==> config.mk <==
export PLATFORM = sky130hd
export DESIGN_NAME = bq_decade
export DESIGN_NICKNAME = d
export VERILOG_FILES = /design/src/rtl/bq_pkg.sv /design/src/rtl/bq_toggle.sv /design/src/rtl/bq_ring.sv /design/src/rtl/bq_encode.sv /design/src/rtl/bq_decade.sv
export SDC_FILE = /design/constraint.sdc
export NUM_CORES = 1
export LEC_CHECK = 0
export ABC_CLOCK_PERIOD_IN_PS = 1900
export CELL_PAD_IN_SITES_DETAIL_PLACEMENT = 2
export CELL_PAD_IN_SITES_GLOBAL_PLACEMENT = 2
export CORE_AREA = 2 2 39 41
export CTS_CLUSTER_SIZE = 28
export DETAILED_ROUTE_END_ITERATION = 12
export DIE_AREA = 0 0 41 43
export DONT_BUFFER_PORTS = 1
export PLACE_DENSITY = 0.57
export SLEW_MARGIN = 5
export SYNTH_ARGS = -nofsm -noshare
export SYNTH_HDL_FRONTEND = slang
export SYNTH_SLANG_ARGS = --single-unit
==> constraint.sdc <==
create_clock -name clk_i -period 1.9 [get_ports clk_i]
set_clock_uncertainty 0.1 [all_clocks]
set_input_delay 0.285 -clock clk_i [delete_from_list [all_inputs] [get_ports clk_i]]
set_output_delay 0.285 -clock clk_i [all_outputs]
set_load 0.005 [all_outputs]
==> src/rtl/bq_pkg.sv <==
package bq_pkg;
  localparam int unsigned RING_LEN_DEF = 5;

  function automatic int unsigned pos_bits(input int unsigned n);
    return (n <= 1) ? 1 : $clog2(n);
  endfunction
endpackage

==> src/rtl/bq_toggle.sv <==
module bq_toggle (
  input  logic clk_i,
  input  logic rst_ni,
  input  logic en_i,
  input  logic clr_i,
  output logic t_o,
  output logic wrap_o
);
  logic t_q;

  always_ff @(posedge clk_i or negedge rst_ni) begin
    if (!rst_ni)    t_q <= 1'b0;
    else if (clr_i) t_q <= 1'b0;
    else if (en_i)  t_q <= ~t_q;
  end

  assign t_o    = t_q;
  assign wrap_o = en_i & t_q & ~clr_i;


  toggle_flip_chk: assert property (@(posedge clk_i) disable iff (!rst_ni)
    (en_i && !clr_i) |=> (t_q != $past(t_q)));

  toggle_hold_chk: assert property (@(posedge clk_i) disable iff (!rst_ni)
    (!en_i && !clr_i) |=> $stable(t_q));
endmodule

==> src/rtl/bq_ring.sv <==
module bq_ring #(
  parameter int unsigned RING_LEN = bq_pkg::RING_LEN_DEF
) (
  input  logic                clk_i,
  input  logic                rst_ni,
  input  logic                adv_i,
  input  logic                clr_i,
  output logic [RING_LEN-1:0] ring_o,
  output logic                last_o
);
  localparam logic [RING_LEN-1:0] HOME = {{(RING_LEN-1){1'b0}}, 1'b1};

  logic [RING_LEN-1:0] ring_q, ring_next;
  logic                legal;

  assign legal = (ring_q != '0) && ((ring_q & (ring_q - 1'b1)) == '0);

  generate
    if (RING_LEN == 1) begin : g_single
      assign ring_next = HOME;
    end else begin : g_rot
      assign ring_next = legal ? {ring_q[RING_LEN-2:0], ring_q[RING_LEN-1]} : HOME;
    end
  endgenerate

  always_ff @(posedge clk_i or negedge rst_ni) begin
    if (!rst_ni)    ring_q <= HOME;
    else if (clr_i) ring_q <= HOME;
    else if (adv_i) ring_q <= ring_next;
  end

  assign ring_o = ring_q;
  assign last_o = ring_q[RING_LEN-1];


  ring_onehot_chk: assert property (@(posedge clk_i) disable iff (!rst_ni)
    $onehot(ring_q));

  ring_hold_chk: assert property (@(posedge clk_i) disable iff (!rst_ni)
    (!adv_i && !clr_i) |=> $stable(ring_q));
endmodule

==> src/rtl/bq_encode.sv <==
module bq_encode #(
  parameter int unsigned RING_LEN = bq_pkg::RING_LEN_DEF,
  parameter int unsigned POS_W    = bq_pkg::pos_bits(RING_LEN),
  parameter int unsigned BCD_W    = POS_W + 1
) (
  input  logic [RING_LEN-1:0] ring_i,
  input  logic                t_i,
  output logic [BCD_W-1:0]    bcd_o
);
  logic [POS_W-1:0] pos;
  logic             legal;

  assign legal = (ring_i != '0) && ((ring_i & (ring_i - 1'b1)) == '0);

  always_comb begin
    pos = '0;
    for (int i = 0; i < RING_LEN; i++) begin
      if (ring_i[i]) pos = pos | i[POS_W-1:0];
    end
  end

  assign bcd_o = legal ? {pos, t_i} : '0;
endmodule

==> src/rtl/bq_decade.sv <==
module bq_decade #(
  parameter int unsigned RING_LEN = bq_pkg::RING_LEN_DEF
) (
  input  logic       clk_i,
  input  logic       rst_ni,
  input  logic       en_i,
  input  logic       clr_i,
  output logic [3:0] bcd_o,
  output logic       carry_o
);
  localparam int unsigned POS_W = bq_pkg::pos_bits(RING_LEN);
  localparam int unsigned BCD_W = POS_W + 1;
  localparam logic [BCD_W-1:0] TOP_VAL = BCD_W'(2 * RING_LEN - 1);

  logic                t_bit, t_wrap, ring_last;
  logic [RING_LEN-1:0] ring;
  logic [BCD_W-1:0]    code;

  bq_toggle u_toggle (
    .clk_i (clk_i), .rst_ni(rst_ni), .en_i(en_i), .clr_i(clr_i),
    .t_o   (t_bit), .wrap_o(t_wrap)
  );

  bq_ring #(.RING_LEN(RING_LEN)) u_ring (
    .clk_i (clk_i), .rst_ni(rst_ni), .adv_i(t_wrap), .clr_i(clr_i),
    .ring_o(ring),  .last_o(ring_last)
  );

  bq_encode #(.RING_LEN(RING_LEN), .POS_W(POS_W), .BCD_W(BCD_W)) u_encode (
    .ring_i(ring), .t_i(t_bit), .bcd_o(code)
  );

  assign bcd_o   = 4'(code);
  assign carry_o = t_wrap & ring_last;


  count_step_chk: assert property (@(posedge clk_i) disable iff (!rst_ni)
    (en_i && !clr_i) |=> (code == (($past(code) == TOP_VAL) ? '0 : $past(code) + 1'b1)));

  count_hold_chk: assert property (@(posedge clk_i) disable iff (!rst_ni)
    (!en_i && !clr_i) |=> $stable(code));

  carry_match_chk: assert property (@(posedge clk_i) disable iff (!rst_ni)
    carry_o == (en_i && !clr_i && code == TOP_VAL));

  clear_zero_chk: assert property (@(posedge clk_i) disable iff (!rst_ni)
    clr_i |=> (code == '0));

  digit_range_chk: assert property (@(posedge clk_i) disable iff (!rst_ni)
    code <= TOP_VAL);
endmodule

==> results.py <==
metrics = {
    "synth": {
        "syn_inst": 41,
        "synth_warnings": 0,
        "synth_top_flop_cell": "dfrtp_1",
        "ys_ff_latch": 6,
        "yosys.area_share.simple_pct": 34.14,
        "synth_top_family_by_area": "simple AND/OR/NAND/NOR gates",
        "seq_area_frac_synth_pct": 41.72,
        "synth_area_sq_um": 362.8,
        "syn-num-nets": 45,
        "synth_area_per_cell_sq_um": 8.850,
        "async_flop_share_pct": 100.0,
        "muxShareOfSynthArea_pct": 0,
        "synth_cell_types": 21,
        "synth_xor_area_share_pct": 4.828,
        "synth_edf_count": 0,
        "synth_compound_area_share_pct": 16.21,
        "synth_fa_ha_area_share_pct": 0,
    },
    "timing": {
        "tns_ns": -0.2480,
        "worst_pin_slew_ns": 0.2700,
        "hold_viol_final": 0,
        "clock.fmax_mhz": 508.8,
        "drv_slew": 0,
        "slew_headroom_pct": 81.94,
        "rsz0062_at_grt": "true",
        "setup_viol": 4,
        "finalCritPeriodShare_pct": 103.4,
        "worst_slack_ns": -0.06531,
        "period_minus_slack_ns": 1.965,
    },
    "worst_setup_path": {
        "critPathRequiredTime_ns": 1.51,
        "arrival_ns": 1.58,
        "start_kind": "flop",
        "cp-end-kind": "output port",
        "critical_path_class": "reg2out",
        "path_max_fanout": 5,
    },
    "floorplan": {
        "initial_core_util_pct": 26.22,
        "die_y_microns": 43,
        "boundaryPins": 9,
        "die_w_microns": 41,
        "core_area_sq_um": 1384,
        "dieArea_sq_um": 1763,
        "rows": 14,
    },
    "hold_path": {
        "hp-class": "in2reg",
    },
    "global_route": {
        "grt_max_degree": 9,
        "grt_pass1_wl_microns": 1869,
        "grt_pass1_vias": 406,
        "grt-ovfl-total": 0,
        "gr-usage-all-layers_pct": 16.45,
        "antenna_found_initial": 0,
    },
    "flow_run": {
        "cap_violations": 0,
    },
    "place": {
        "gp_congestion": 0.6677,
        "place_hpwl_microns": 787.6,
        "port_buffers": 0,
        "dp_worst_setup_slack_ns": 0.07858,
        "place_area_sq_um": 416.7,
    },
    "clock_tree": {
        "clock-sinks": 6,
        "clkTransAtPathRegs_ns": 0.05,
        "clock_path_buffers": 2,
        "cts_made_buffers": 3,
        "tritoncts": "built",
        "htreeDepth": 1,
        "clock_latency_ns": 0.24,
        "cts-root-buf": "clkbuf_4",
    },
    "cells_and_area": {
        "drive_gt1_share_pct": 36.36,
        "final_nets": 60,
        "fillCellCount": 154,
        "seqCellArea_sq_um": 151.4,
        "fin_util_pct": 38.16,
        "design_area_sq_um": 528.0,
        "final_cell_mix": "8 x nor2_1, 8 x buf_4, 5 x dfrtp_1",
        "area_growth_pct": 45.52,
        "multi_input_area_sq_um": 240.2,
        "n_antenna_cell": 0,
    },
    "route": {
        "wl_per_cell_microns": 16.94,
        "drt_iter0_markers": 1,
        "vias": 366,
        "drcViolationCount": 0,
        "ant_nets": 0,
        "firstDrtPassIters": 3,
        "routed_wirelength_microns": 1203,
        "via_per_inst": 5.155,
    },
    "power": {
        "pwr_density_cell_nw_per_um2": 636.9,
        "design_power_total_mw": 0.3363,
        "peakVddDrop_v": 0.0002676,
        "leakagePower_nw": 0.2239,
    },
    "outcome": {
        "violations": "negative setup slack",
        "status": "finished, violations left",
    },
}
-- final cells by class --
| class | instances | share of cell area (%) |
|---|---|---|
| flip-flops and latches | 6 | 28.67 |
| well taps | 16 | 3.791 |
| multi-input cells | 34 | 45.50 |
| clock buffers | 4 | 4.976 |
| repair buffers | 11 | 17.06 |
-- stage by stage --
step                      std cells  hold WS, ns
after global routing             71       0.1177
after detailed placement         62      -0.1104
final                            71       0.1132
after global placement           62      -0.1104
after CTS                        70     0.007086
after floorplan                  41      -0.1106
-- report_power, final --
| part | internal, mW | leakage, nW | switching (mW) | total (mW) |
|---|---|---|---|---|
| sequential | 0.135 | 0.0790 | 0.00415 | 0.139 |
| combinational | 0.0365 | 0.130 | 0.0372 | 0.0737 |
| clock | 0.0794 | 0.0150 | 0.0444 | 0.124 |
| total | 0.251 | 0.224 | 0.0857 | 0.336 |
-- state kept, by name, summed over array words and instances, names as in the netlist --
name / flops
u_toggle.t_o: 1
u_ring.ring_o: 5
-- cells in the mapped netlist (all sizes together), types with 2 or more instances --
library cell / number / share of area (%)
nor2: 9 / 9.3
dfrtp: 5 / 34
a21oi: 4 / 6.6
nand2: 3 / 3.1
nor2b: 2 / 3.4
o22ai: 2 / 3.4
or3: 2 / 3.4
or4b: 2 / 5.5
-- cells by family after synthesis --
logic type / count (synthesis)
and+or+nand+nor: 23
AOI/OAI and AO/OA: 9
DFF: 6
xor gates and xnor gates: 2
buffers and inverters: 1
-- timing repair --
| item | CTS | global route |
|---|---|---|
| pin swaps | 3 | 2 |
| endpoints found under the hold margin | 8 | 2 |
| setup endpoints to repair | 4 | 4 |
| gates cloned | 0 | 0 |
| resized for setup | 4 | 5 |
| hold buffers | 2 | 1 |
| buffers inserted | 2 | 0 |
-- metal layers --
metal / vias up / part of all wire [%] / GRT usage (%)
li1: 178 / - / -
met3: 0 / 3.2 / 2.618
met5: - / 0 / 0
met1: 181 / 38 / 18.33
met4: 0 / 0 / 8.000
met2: 7 / 59 / 28.13
-- final timing paths --
path | startpoint | endpoint | slack, ns | cells after the start
min in group asynchronous | rst_ni | u_toggle.t_o$_DFFE_PN0P_ | 0.25 | 1
max reg2reg | u_ring.ring_o[4]$_DFFE_PN0P_ | u_ring.ring_o[0]$_DFFE_PN1P_ | 0.09 | 6
min | en_i | u_toggle.t_o$_DFFE_PN0P_ | 0.11 | 2
max in group asynchronous | rst_ni | u_ring.ring_o[0]$_DFFE_PN1P_ | 1.17 | 1
max | u_ring.ring_o[4]$_DFFE_PN0P_ | bcd_o[0] | -0.07 | 4
min reg2reg | u_toggle.t_o$_DFFE_PN0P_ | u_toggle.t_o$_DFFE_PN0P_ | 0.52 | 2
-- critical path, stage by stage (launching register included) --
cell and delay [ns]:
dfrtp_1 0.39, or4b_4 0.56, o22ai_4 0.18, a21oi_4 0.07, nor2b_2 0.14
Power figures use the tool's default switching activity.
